File: config.mk
export PLATFORM = sky130hd
export DESIGN_NAME = cf_stage
export DESIGN_NICKNAME = d
export VERILOG_FILES = /design/src/rtl/cf_pkg.sv /design/src/rtl/cf_src_fill.sv /design/src/rtl/cf_alu.sv /design/src/rtl/cf_res_update.sv /design/src/rtl/cf_stage.sv
export SDC_FILE = /design/constraint.sdc
export NUM_CORES = 1
export LEC_CHECK = 0
export BUFFER_PORTS_ARGS = -buffer_cell sky130_fd_sc_hd__buf_2
export CAP_MARGIN = 20
export CELL_PAD_IN_SITES_DETAIL_PLACEMENT = 0
export CELL_PAD_IN_SITES_GLOBAL_PLACEMENT = 1
export CORE_MARGIN = 4
export CORE_UTILIZATION = 42
export CTS_BUF_LIST = sky130_fd_sc_hd__clkbuf_16
export DETAILED_ROUTE_END_ITERATION = 12
export HOLD_SLACK_MARGIN = 0.15
export PLACE_DENSITY = 0.91
export RECOVER_POWER = 100
export SLEW_MARGIN = 30
export SYNTH_ARGS = -nofsm -noshare
export SYNTH_HDL_FRONTEND = slang
export SYNTH_SLANG_ARGS = --single-unit
File: constraint.sdc
create_clock -name clk -period 12.4 [get_ports clk]
set_clock_uncertainty 0.1 [all_clocks]
set_input_delay 3.1 -clock clk [delete_from_list [all_inputs] [get_ports clk]]
set_output_delay 3.1 -clock clk [all_outputs]
set_load 0.01 [all_outputs]
File: src/rtl/cf_pkg.sv
package cf_pkg;

    parameter int NAME_W = 4;
    parameter int DATA_W = 16;
    parameter int NSLOT  = 2;
    parameter int NSRC   = 2;
    parameter int OP_W   = 3;
    localparam int NOPS  = 1 << OP_W;
    localparam int SHW   = $clog2(DATA_W);

    parameter logic [NOPS-1:0] DEFAULT_MASK = 8'h3F;

    typedef enum logic [OP_W-1:0] {
        OP_ADD  = 3'd0,
        OP_SUB  = 3'd1,
        OP_AND  = 3'd2,
        OP_OR   = 3'd3,
        OP_XOR  = 3'd4,
        OP_PASS = 3'd5,
        OP_MUL  = 3'd6,
        OP_SHL  = 3'd7
    } op_e;

    typedef enum logic [1:0] {
        RK_DATA = 2'd0,
        RK_TRAP = 2'd1,
        RK_WBR  = 2'd2,
        RK_RSVD = 2'd3
    } rkind_e;

    typedef struct packed {
        logic              vld;
        logic [NAME_W-1:0] name;
        logic [DATA_W-1:0] data;
    } bind_t;

    typedef struct packed {
        rkind_e kind;
        bind_t  b;
    } rbind_t;

    typedef struct packed {
        rbind_t [NSLOT-1:0] slot;
    } rpkt_t;

    typedef struct packed {
        logic              present;
        logic              live;
        op_e               op;
        bind_t [NSRC-1:0]  src;
        bind_t             dst;
    } ipkt_t;

    localparam int IPKT_W = $bits(ipkt_t);
    localparam int RPKT_W = $bits(rpkt_t);

    function automatic logic is_marker(input rbind_t r);
        return r.b.vld && (r.kind != RK_DATA);
    endfunction

    function automatic logic name_hit(input rbind_t r, input logic [NAME_W-1:0] n);
        return (r.kind == RK_DATA) && (n != '0) && (r.b.name == n);
    endfunction

endpackage

File: src/rtl/cf_src_fill.sv
module cf_src_fill
    import cf_pkg::*;
(
    input  bind_t src_in,
    input  rpkt_t res,
    output bind_t src_out
);
    logic [NSLOT-1:0] hit;

    for (genvar j = 0; j < NSLOT; j++) begin : g_hit
        assign hit[j] = res.slot[j].b.vld && name_hit(res.slot[j], src_in.name);
    end

    always_comb begin
        src_out = src_in;
        if (!src_in.vld) begin
            for (int j = NSLOT - 1; j >= 0; j--) begin
                if (hit[j]) begin
                    src_out.data = res.slot[j].b.data;
                    src_out.vld  = 1'b1;
                end
            end
        end
    end
endmodule

File: src/rtl/cf_alu.sv
module cf_alu
    import cf_pkg::*;
(
    input  op_e               op,
    input  logic [DATA_W-1:0] a,
    input  logic [DATA_W-1:0] b,
    output logic [DATA_W-1:0] y
);
    logic [2*DATA_W-1:0] prod;

    assign prod = a * b;

    always_comb begin
        unique case (op)
            OP_ADD:  y = a + b;
            OP_SUB:  y = a - b;
            OP_AND:  y = a & b;
            OP_OR:   y = a | b;
            OP_XOR:  y = a ^ b;
            OP_PASS: y = a;
            OP_MUL:  y = prod[DATA_W-1:0];
            OP_SHL:  y = a << b[SHW-1:0];
            default: y = '0;
        endcase
    end
endmodule

File: src/rtl/cf_res_update.sv
module cf_res_update
    import cf_pkg::*;
(
    input  logic  enable,
    input  bind_t dst,
    input  rpkt_t res_in,
    output rpkt_t res_out
);
    logic [NSLOT-1:0] hit;
    logic             any_hit;
    logic             inject;
    logic             tgt;

    for (genvar j = 0; j < NSLOT; j++) begin : g_hit
        assign hit[j] = name_hit(res_in.slot[j], dst.name);
    end

    assign any_hit = |hit;
    assign inject  = enable && dst.vld && (dst.name != '0) && !any_hit;
    assign tgt     = res_in.slot[0].b.vld;

    always_comb begin
        res_out = res_in;
        if (enable) begin
            for (int j = 0; j < NSLOT; j++) begin
                if (hit[j]) begin
                    if (dst.vld) begin
                        res_out.slot[j].b.data = dst.data;
                        res_out.slot[j].b.vld  = 1'b1;
                    end else begin
                        res_out.slot[j].b.vld  = 1'b0;
                    end
                end
            end
            if (inject) begin
                res_out.slot[tgt].kind = RK_DATA;
                res_out.slot[tgt].b    = dst;
            end
        end
    end
endmodule

File: src/rtl/cf_stage.sv
module cf_stage
    import cf_pkg::*;
#(
    parameter logic [NOPS-1:0] UNIT_MASK  = DEFAULT_MASK,
    parameter bit              LAST_STAGE = 1'b1
) (
    input  logic              clk,
    input  logic              rst,
    input  logic              eval,
    input  logic [IPKT_W-1:0] instr_in,
    input  logic [RPKT_W-1:0] res_in,
    output logic [IPKT_W-1:0] instr_out,
    output logic [RPKT_W-1:0] res_out,
    output logic              rules_done,
    output logic              hold_up
);
    ipkt_t             ii, io_n, io_q;
    rpkt_t             rr, ro_n, ro_q;
    bind_t [NSRC-1:0]  filled;
    bind_t             dst_new;
    logic [DATA_W-1:0] alu_y;
    logic              kill, active, can_exec, hold_n;
    logic [NSLOT-1:0]  mark;

    assign ii = ipkt_t'(instr_in);
    assign rr = rpkt_t'(res_in);

    for (genvar j = 0; j < NSLOT; j++) begin : g_mark
        assign mark[j] = is_marker(rr.slot[j]);
    end

    assign kill   = ii.present && (|mark);
    assign active = ii.present && ii.live && !kill;

    for (genvar s = 0; s < NSRC; s++) begin : g_fill
        cf_src_fill u_fill (
            .src_in  (ii.src[s]),
            .res     (rr),
            .src_out (filled[s])
        );
    end

    cf_alu u_alu (
        .op (ii.op),
        .a  (filled[0].data),
        .b  (filled[1].data),
        .y  (alu_y)
    );

    assign can_exec = active && !ii.dst.vld && filled[0].vld && filled[1].vld
                      && UNIT_MASK[ii.op];

    always_comb begin
        dst_new = ii.dst;
        if (can_exec) begin
            dst_new.data = alu_y;
            dst_new.vld  = 1'b1;
        end
    end

    cf_res_update u_upd (
        .enable  (active),
        .dst     (dst_new),
        .res_in  (rr),
        .res_out (ro_n)
    );

    always_comb begin
        io_n = ii;
        if (active) begin
            io_n.src = filled;
            io_n.dst = dst_new;
        end
        if (kill) io_n.live = 1'b0;
    end

    assign hold_n = LAST_STAGE && active && !dst_new.vld;

    always_ff @(posedge clk) begin
        if (rst) begin
            io_q       <= '0;
            ro_q       <= '0;
            rules_done <= 1'b0;
            hold_up    <= 1'b0;
        end else begin
            rules_done <= eval;
            if (eval) begin
                io_q    <= io_n;
                ro_q    <= ro_n;
                hold_up <= hold_n;
            end
        end
    end

    assign instr_out = io_q;
    assign res_out   = ro_q;

    // the done flag follows an evaluation by one cycle
    assert_done_R2: assert property (@(posedge clk) disable iff (rst)
        eval |=> rules_done);
    assert_idle_R2: assert property (@(posedge clk) disable iff (rst)
        !eval |=> (!rules_done && $stable(instr_out) && $stable(res_out)));

    // a cancellation marker freezes the result packet and kills the instruction
    assert_kill_R8: assert property (@(posedge clk) disable iff (rst)
        (eval && kill) |=> (res_out == $past(res_in)) && !io_q.live);

    // no execution without a unit for the opcode
    assert_nounit_R6: assert property (@(posedge clk) disable iff (rst)
        (eval && active && !ii.dst.vld && !UNIT_MASK[ii.op]) |=> !io_q.dst.vld);

    // hold only for a live, unexecuted instruction
    assert_hold_R9: assert property (@(posedge clk) disable iff (rst)
        hold_up |-> (io_q.present && io_q.live && !io_q.dst.vld));

    // a freshly filled source carries a value from a matching result slot
    assert_fill_R3: assert property (@(posedge clk) disable iff (rst)
        (active && !ii.src[0].vld && filled[0].vld) |->
        ((rr.slot[0].b.vld && rr.slot[0].b.name == ii.src[0].name
            && rr.slot[0].b.data == filled[0].data) ||
         (rr.slot[1].b.vld && rr.slot[1].b.name == ii.src[0].name
            && rr.slot[1].b.data == filled[0].data)));

    // a valid named destination is present downward after evaluation
    assert_inject_R7: assert property (@(posedge clk) disable iff (rst)
        (eval && active && dst_new.vld && dst_new.name != '0) |=>
        ((ro_q.slot[0].b.vld && ro_q.slot[0].b.name == $past(dst_new.name)
            && ro_q.slot[0].b.data == $past(dst_new.data)) ||
         (ro_q.slot[1].b.vld && ro_q.slot[1].b.name == $past(dst_new.name)
            && ro_q.slot[1].b.data == $past(dst_new.data))));
endmodule

Word level (Yosys, flattened, before mapping) --
Memory sizes are Yosys's and may differ from the RTL's. Cells that the tools add are included.
Word-level totals: flip-flop bits (word level) 116, memory bits (read-only) 8, input bits 117, output and inout port bits 116, word-level logic and storage cells 127, memories kept 1
Cells by class: $add $sub $neg 2, multiply operators 1, order comparisons 3, equality and inequality tests 13, shift operators 1, muxes and demuxes 37, bitwise operators 3, reduce and logical (&&, ||, !) cells 44
Memories:
- (name not given) | words 8, width 1, rd ports 1, clocked after Yosys merged registers in 0, write ports 0, line cf_stage.sv:51 | && UNIT_MASK[ii.op];
Operator list (number):
- 16-bit two-way mux | 13
- 16-bit case mux with 8 select lines | 1
- 46-bit bitwise mux | 2
- 46-bit two-way mux | 2
- 63-bit two-way mux | 1
- 23-bit demux with 1-bit select | 2
- 1-bit logical AND | 30
- 4-bit == test | 6
- 23-bit two-way mux | 1
- 21-bit two-way mux | 1
- 16-bit adder | 1
- 16-bit bitwise AND | 1
- 16-bit by 16-bit multiplier with 16-bit output | 1
- 16-bit bitwise OR | 1
- 16-bit by 4-bit left shift with 16-bit output | 1
- 16-bit subtractor | 1
- 16-bit bitwise XOR | 1
- 1-bit two-way mux | 14
- 3-bit == test (second input constant) | 4
- 4-bit nonzero test | 3
- 3-bit by 2-bit == test with 1-bit output (second input constant) | 2
- 1-bit zero test | 4
- 2-bit zero test | 2
- 3-bit by 4-bit less-than comparator with 1-bit output (second input constant) | 1
- 6 further kinds | 8

Depth between registers and ports, before layout --
Gate-level depths: netlist of run 1.
depth in word-level cells 18, depth in mapped cells 32, gate-level depth less buffers 30

By module --
Synthesis of run 1 repeated with hierarchy kept, for this count alone.
Unflattened totals: cells, all modules 1660, area, all modules 13500.4 um^2
Modules (own cells, without submodules):
- cf_alu | instances 1, cells an instance 913, area an instance 6726.5 um^2, seq. area each 0.0 um^2
- cf_stage | instances 1, cells an instance 542, area an instance 4923.5 um^2, seq. area each 2322.2 um^2
- cf_src_fill | instances 2, cells an instance 63, area an instance 511.7 um^2, seq. area each 0.0 um^2
- cf_res_update | instances 1, cells an instance 79, area an instance 827.0 um^2, seq. area each 0.0 um^2

Least setup slack after synthesis of run 1 --
Ideal clock, no wire load.
path type input-to-reg, start point in instr_in[37], end point reg ro_q (netlist bit res_out[36]), setup time 137 ps, arrival 9609 ps, data required time 12163 ps, path slack 2554 ps, cell stages on the path 27, path buffers 1, cell sequence or4_1 -> and2_4 -> a2111oi_4 -> buf_6 -> and2_1 -> a221o_1 -> nand2_1 -> fa_1 -> fa_1 -> inv_1 -> fa_1 -> inv_1 -> fa_1 -> inv_1 -> fa_1 -> inv_1 -> fa_1 -> inv_1 -> ha_1 -> a211o_1 -> a31oi_1 -> nand2_1 -> xor2_1 -> a221oi_2 -> a21oi_2 -> a211oi_1 -> o32ai_1
Between the ends: longest elaborated chain between the ends 18, elaborated cells on any way between the ends 38, classes of those cells 2 x add/sub; 1 x mul; 2 x eq/ne; 1 x shift; 16 x mux; 3 x bitwise; 13 x reduce/logical
RTL lines:
- from (decl) | line cf_stage.sv:10 | input logic [IPKT_W-1:0] instr_in,
- parallel branches: the longest is 16 deep, another holds 16-bit by 16-bit multiplier with 16-bit output
- 46-bit two-way mux (*) | line cf_res_update.sv:35 | if (inject) begin
- 46-bit two-way mux (*) | line cf_res_update.sv:24 | if (enable) begin
- to (signal assigned) | line cf_stage.sv:89 | ro_q <= ro_n;
- to (decl) | line cf_stage.sv:18 | rpkt_t rr, ro_n, ro_q;
Mark *: on every way between the ends. The select of a mux whose other input is x is not followed. A chain may end at the register's enable or synchronous reset.

Worst setup path in the final report of run 1 --
start point in instr_in[58], end point reg ro_q (netlist bit res_out[36])
Between the ends: longest elaborated chain between the ends 17, elaborated cells on any way between the ends 37, classes of those cells 2 x add/sub; 1 x mul; 2 x eq/ne; 1 x shift; 16 x mux; 3 x bitwise; 12 x reduce/logical
RTL lines:
- 4-bit nonzero test | line cf_pkg.sv:62 | return (r.kind == RK_DATA) && (n != '0) && (r.b.name == n);
- 1-bit logical AND (2 in a row) | line cf_pkg.sv:62
- 1-bit logical AND | line cf_src_fill.sv:11 | assign hit[j] = res.slot[j].b.vld && name_hit(res.slot[j], src_in.name);
- 16-bit two-way mux / 1-bit two-way mux (equally long branches) (2 in a row) | line cf_src_fill.sv:18 | if (hit[j]) begin
- 16-bit two-way mux / 1-bit two-way mux (equally long branches) | line cf_src_fill.sv:16 | if (!src_in.vld) begin
- 16-bit by 16-bit multiplier with 16-bit output, or another cell as far along | line cf_alu.sv:11 | assign prod = a * b;
- 16-bit case mux with 8 select lines / 1-bit logical AND (equally long branches) | line cf_alu.sv:14, cf_stage.sv:51
- 16-bit two-way mux / 1-bit two-way mux (equally long branches) | line cf_stage.sv:55 | if (can_exec) begin
- 16-bit two-way mux | line cf_res_update.sv:27 | if (dst.vld) begin
- 16-bit two-way mux | line cf_res_update.sv:26 | if (hit[j]) begin
- 16-bit two-way mux | line cf_res_update.sv:24
- 46-bit bitwise mux | line cf_res_update.sv:36 | res_out.slot[tgt].kind = RK_DATA;
- 46-bit bitwise mux | line cf_res_update.sv:37 | res_out.slot[tgt].b = dst;
- 46-bit two-way mux (*) | line cf_res_update.sv:35
- 46-bit two-way mux (*) | line cf_res_update.sv:24
Mark *: on every way between the ends. The rest lies on a longest branch, timed or not. The select of a mux whose other input is x is not followed.

==> results of run 1 <==
[cell families (layout without fill, tap and decap cells)]
logic type                 after synthesis  in the layout
other                                    0              2
xor gates and xnor gates                51             51
DFF                                    116            116
muxes                                   70             70
adders and majority gates              164            164
AOI/OAI and AO/OA                      306            306
buffers and inverters                  248            444
and+or+nand+nor                        492            492
[power groups by stage]
stage	clock, µW	sequential (µW)	combinational [µW]
global placement	0	418	801
finish	519	411	822
CTS	523	410	832
floorplan	0	429	544
global route	538	414	933
detailed placement	0	418	822
[critical path: stages]
cell and delay (ns):
clkbuf_1 0.25, nor4_1 0.14, nor3_1 0.71, nand2_1 0.26
nand2_1 0.19, o221ai_1 0.15, clkbuf_1 0.41, inv_1 0.18
clkbuf_1 0.60, nand2_1 0.18, fa_1 0.57, fa_1 0.52
fa_1 0.42, fa_1 0.49, inv_1 0.05, fa_1 0.52
inv_1 0.05, fa_1 0.47, inv_1 0.04, ha_1 0.28
a211o_1 0.26, a31oi_1 0.17, nand2_1 0.09, xor2_1 0.19
a221oi_1 0.49, a21oi_2 0.14, a211oi_1 0.25, o32ai_1 0.13
[layer usage]
metal / global-route usage [%] / vias to the layer above
li1: - / 5304
met1: 37.71 / 5553
met2: 45.32 / 715
met3: 7.634 / 145
met4: 15.06 / 2
met5: 0 / -
[path summary, 6_finish.rpt]
path,end,slack [ns],cells past startpoint
worst min register to register,res_out[20]$_SDFFE_PP0P_,0.36,2
worst min-delay path,res_out[20]$_SDFFE_PP0P_,0.36,2
worst max-delay path,res_out[36]$_SDFFE_PP0P_,1.25,28
worst max register to register,res_out[8]$_SDFFE_PP0P_,11.37,3
[cell usage after synthesis, types with 8 or more instances]
| library cell | n | share of area [%] |
|---|---|---|
| xor2_1 | 9 | 0.68 |
| dfxtp_1 | 116 | 20 |
| a22oi_1 | 17 | 1.1 |
| fa_1 | 69 | 12 |
| o221ai_1 | 8 | 0.61 |
| buf_2 | 9 | 0.39 |
| nand4_1 | 8 | 0.43 |
| buf_1 | 8 | 0.26 |
| nand2_1 | 170 | 5.5 |
| and2_1 | 14 | 0.76 |
| o21ai_0 | 80 | 3.5 |
| xnor2_1 | 42 | 3.2 |
| nor2_1 | 189 | 6.2 |
| o31ai_1 | 10 | 0.65 |
| a211oi_1 | 21 | 1.4 |
| a21oi_1 | 44 | 1.9 |
| ha_1 | 95 | 10 |
| nor3_1 | 16 | 0.70 |
| mux2i_1 | 70 | 6.1 |
| o22ai_1 | 13 | 0.71 |
| inv_1 | 152 | 5.0 |
| a221o_1 | 11 | 0.96 |
| nand2b_1 | 22 | 1.2 |
| o211ai_1 | 11 | 0.72 |
| nand3_1 | 24 | 1.0 |
| clkbuf_1 | 60 | 2.0 |
| a311oi_1 | 16 | 1.2 |
| and3_1 | 9 | 0.49 |
[through the flow]
step                cell area [µm²]  setup WS, ns
finish                        13250         1.249
global route                  13250        0.7820
floorplan                     11510         2.554
CTS                           13470         1.978
detailed placement            12860         1.579
global placement              12860         1.673
[registers in the layout, summed over array words and instances (netlist names)]
name,flops
hold_up,1
rules_done,1
res_out,46
instr_out,68
[layout make-up]
class	instances	area (µm²)	area share (%)
Antenna cell	2	5.005	0.03777
Clock buffer	17	425.4	3.210
Clock inverter	15	180.2	1.360
Inverter	162	608.1	4.589
Multi-Input combinational cell	1083	8145	61.47
Sequential cell	116	2322	17.52
Tap cell	341	426.7	3.220
Timing Repair Buffer	250	1139	8.592
==> flow_summary.toml, run 1 <==
[outcome]
status = "finished with violations"
violations = "capacitance limit, slew limit"

[critical_path]
worstSetupStartpoint = "instr_in[58]"
r2r_start = "res_out[8]$_SDFFE_PP0P_"
required_ns = 12.52
worstPathMaxFanout = 13
end_kind = "flip-flop"
critPathKind = "in -> reg"
start_kind = "input port"
arrival_ns = 11.27

[power_and_ir_drop]
sw_frac_of_total_pct = 41.30
power_report.internal_total_uw = 1028
p_clk_share_pct = 29.6
pwr-share-comb_pct = 46.9
pwr-share-seq_pct = 23.5
power.switching_uw = 723.4
power_density_nw_per_um2 = 132.2
ir_drop_mv = 0.1257
leakagePower_uw = 0.006030
fin_total_pwr_uw = 1752

[global_routing]
grt_pass1_vias = 11390
grt_usage_pct = 29.27
grt_max_degree = 101
antenna_found_initial = 3
grt_first_pass_wirelength_mm = 68.62
overflow = 0

[die]
num_rows = 60
fp.dieW_um = 173.6
ios = 233
start_util_pct = 42.72
die_area_um2 = 30120
die_h_um = 173.6
core-area_um2 = 26950

[sta]
whs_ns = 0.3638
slew_headroom_pct = -73.18
timing.final.crit_share_pct = 89.93
finalSetupViolCount = 0
slew_viol_final = 115
grt_setup_unrepaired = "no"
setup-tns-final_ns = 0
worst_slew_pin_slew_ns = 2.598
min_period_ns = 11.15
finalHoldViolations = 0
timing.fmax_mhz = 89.68

[clock_tree]
insertion_delay_ns = 0.42
cts_tree = "done"
post_cts_resize_count = 0
cts.sinks = 116
cts_root_buf = "clkbuf_16"
post-cts-setup-buffers = 0
clk_path_buf_depth = 2
holdBufCountCts = 0
htreeDepth = 4
clkSlewWorstSetupHoldPaths_ns = 0.06
cts_inserted_buffers = 17

[job]
drv_cap = 2

[detailed_routing]
antenna_left = 0
wl_met2_mm = 20.33
wl_met3_mm = 4.727
drt_pass1_iterations = 6
drt_iter0_markers = 1323
top_layer = "met5"
vias_per_cell = 5.901
wl_per_cell_um = 22.91
drc = 0
drt-total-wl_mm = 45.51
dr_total_vias = 11720
wl_met1_mm = 18.00

[layout]
fin_cells = 1986
postLayoutCoreUtil_pct = 49.17
area_growth_pct = 15.11
layout_commonest_cell = "nor2_1"
fillers = 2653
layout-drive-gt1-share_pct = 11.99
most-common-layout-cells = "nor2_1, nand2_1, inv_1, clkbuf_1, dfxtp_1"
nets = 1911

[yosys]
synth_cell_types = 84
synth_top_family_by_area = "adder cells"
netlist_area_um2 = 11510
synth_edf_count = 0
synthSimpleGateAreaFrac_pct = 19.06
synth-seq-cells = 116
avgSynthCellArea_um2 = 7.956
synth_cells = 1447
async_flop_share_pct = 0
synthesis.nets = 1728
synth.mux.area_fraction_pct = 6.086
yosysSeqAreaShare_pct = 20.17
synth_compound_area_share_pct = 19.80
ys_warn_count = 0
synthFlopType = "dfxtp_1"
synth-xor-area-share_pct = 3.880
synth_adder_area_share_pct = 22.32

[place]
numPlacedInstances = 1952
gp_congestion = 0.9991
hpwl_mm = 35.52
io_buffers = 232

[min_path]
worstHoldPathType = "reg -> reg"
hold_start = "res_out[20]$_SDFFE_PP0P_"
Power figures use the tool's default switching activity.
==> run 2, diff against run 1 <==
--- a/config.mk
+++ b/config.mk
@@ -14,6 +14,7 @@
 export CTS_BUF_LIST = sky130_fd_sc_hd__clkbuf_16
 export DETAILED_ROUTE_END_ITERATION = 12
 export HOLD_SLACK_MARGIN = 0.15
+export MAX_ROUTING_LAYER = met4
 export PLACE_DENSITY = 0.91
 export RECOVER_POWER = 100
 export SLEW_MARGIN = 30
==> flow_summary.toml, run 2 (synthesis results as in run 1) <==
[outcome]
status = "finished with violations"
violations = "capacitance limit, slew limit"

[layout]
fillers = 2687
largest_register_ffs = 68
layout-drive-gt1-share_pct = 11.81
final-seq-area_um2 = 2322
nets = 1910
area_growth_pct = 14.44
layout_commonest_cell = "nor2_1"
most-common-layout-cells = "nor2_1, nand2_1, inv_1, clkbuf_1, dfxtp_1"
stdcell_area_um2 = 13180
multi_input_area_um2 = 8137
postLayoutCoreUtil_pct = 48.89

[sta]
timing.fmax_mhz = 88.76
setup-tns-final_ns = 0
finalSetupViolCount = 0
worst_slew_pin_slew_ns = 2.676
min_period_ns = 11.27
grt_setup_unrepaired = "no"
whs_ns = 0.3531
slew_headroom_pct = -78.43
finalHoldViolations = 0
slew_viol_final = 185
timing.final.crit_share_pct = 90.86

[clock_tree]
cts_tree = "done"
post-cts-setup-buffers = 0
cts.sinks = 116
clkSlewWorstSetupHoldPaths_ns = 0.06
holdBufCountCts = 0
htreeDepth = 4
cts_root_buf = "clkbuf_16"
cts_inserted_buffers = 17
insertion_delay_ns = 0.42
clk_path_buf_depth = 2
post_cts_resize_count = 0

[place]
io_buffers = 232
hpwl_mm = 35.76
placedInstanceArea_um2 = 12850
gp_congestion = 1.017

[critical_path]
endpoint = "res_out[36]$_SDFFE_PP0P_"
worstPathMaxFanout = 13
regToRegSetupSlack_ns = 11.34
start_kind = "input port"
cpMaxStageDelayCell = "clkbuf_1"
r2r_cells = 3
arrival_ns = 11.39
critPathTopFamily = "adder cells"
r2r_start = "res_out[8]$_SDFFE_PP0P_"
end_kind = "flip-flop"
cp_num_buf_inv = 10
critical_path_depth = 31
required_ns = 12.52
worstSetupStartpoint = "res_in[44]"
worst_r2r_endpoint = "res_out[8]$_SDFFE_PP0P_"
slowest_delay_ns = 0.65
critPathKind = "in -> reg"

[die]
num_rows = 60
start_util_pct = 42.72
ios = 233
core-area_um2 = 26950
fp.dieW_um = 173.6
die_h_um = 173.6
die_area_um2 = 30120

[power_and_ir_drop]
power_report.internal_total_uw = 974.1
pwr-share-comb_pct = 47.9
power_density_nw_per_um2 = 129.2
leakagePower_uw = 0.005997
ir_drop_mv = 0.1013
power.switching_uw = 728.3
p_clk_share_pct = 27.9
pwr-share-seq_pct = 24.2
fin_total_pwr_uw = 1702
sw_frac_of_total_pct = 42.78

[detailed_routing]
top_layer = "met4"
wl_met2_mm = 20.45
drt-total-wl_mm = 45.63
drc = 0
antenna_left = 0
wl_met3_mm = 4.154
vias_per_cell = 5.913
wl_met1_mm = 18.90
drt_pass1_iterations = 6
drt_iter0_markers = 1141
wl_per_cell_um = 22.97
dr_total_vias = 11740

[global_routing]
grt_max_degree = 93
antenna_found_initial = 3
grt_first_pass_wirelength_mm = 69.08
grt_usage_pct = 30.44
grt_pass1_vias = 11420
overflow = 0

[min_path]
worstHoldPathType = "reg -> reg"

[job]
drv_cap = 3
-- run 2: worst min-delay path by stage --
stage | start | end | cells past startpoint
2_1_floorplan | res_out[43]$_SDFFE_PP0P_ | res_out[43]$_SDFFE_PP0P_ | 2
3_3_place_gp | res_out[20]$_SDFFE_PP0P_ | res_out[20]$_SDFFE_PP0P_ | 2
3_5_place_dp | res_out[43]$_SDFFE_PP0P_ | res_out[43]$_SDFFE_PP0P_ | 2
4_1_cts | res_out[43]$_SDFFE_PP0P_ | res_out[43]$_SDFFE_PP0P_ | 2
5_1_grt | res_out[43]$_SDFFE_PP0P_ | res_out[43]$_SDFFE_PP0P_ | 2
6_report | res_out[43]$_SDFFE_PP0P_ | res_out[43]$_SDFFE_PP0P_ | 2
-- run 2: through the flow --
stage | cells | setup slack [ns]
2_1_floorplan | 1447 | 2.554
3_3_place_gp | 1951 | 1.663
3_5_place_dp | 1951 | 1.486
4_1_cts | 1983 | 1.923
5_1_grt | 1986 | 0.7960
6_report | 1986 | 1.133
-- run 2: worst register-to-register path, stage by stage, from the launching register on --
cell,delay (ns)
dfxtp_1,0.32
nor3b_1,0.14
a41oi_1,0.26
o31ai_1,0.10
-- run 2: power groups by stage --
| stage | registers (µW) | logic (µW) | clock network, µW |
|---|---|---|---|
| 2_1_floorplan | 429 | 544 | 0 |
| 3_3_place_gp | 418 | 803 | 0 |
| 3_5_place_dp | 418 | 816 | 0 |
| 4_1_cts | 411 | 824 | 478 |
| 5_1_grt | 414 | 921 | 494 |
| 6_report | 412 | 816 | 475 |
-- run 2: cell type report --
class / count / share of cell area (%)
multi-input combinational: 1083 / 61.76
sequential: 116 / 17.63
antenna: 3 / 0.05698
clock inverter: 15 / 0.9497
inverter: 162 / 4.615
timing repair buffer: 249 / 8.528
clock buffer: 17 / 3.229
tap: 341 / 3.238
-- run 2: per-layer routing --
metal,up-vias,GRT usage [%]
met5,-,-
met4,0,12.70
met3,115,5.409
met2,679,46.41
met1,5640,40.01
li1,5310,-
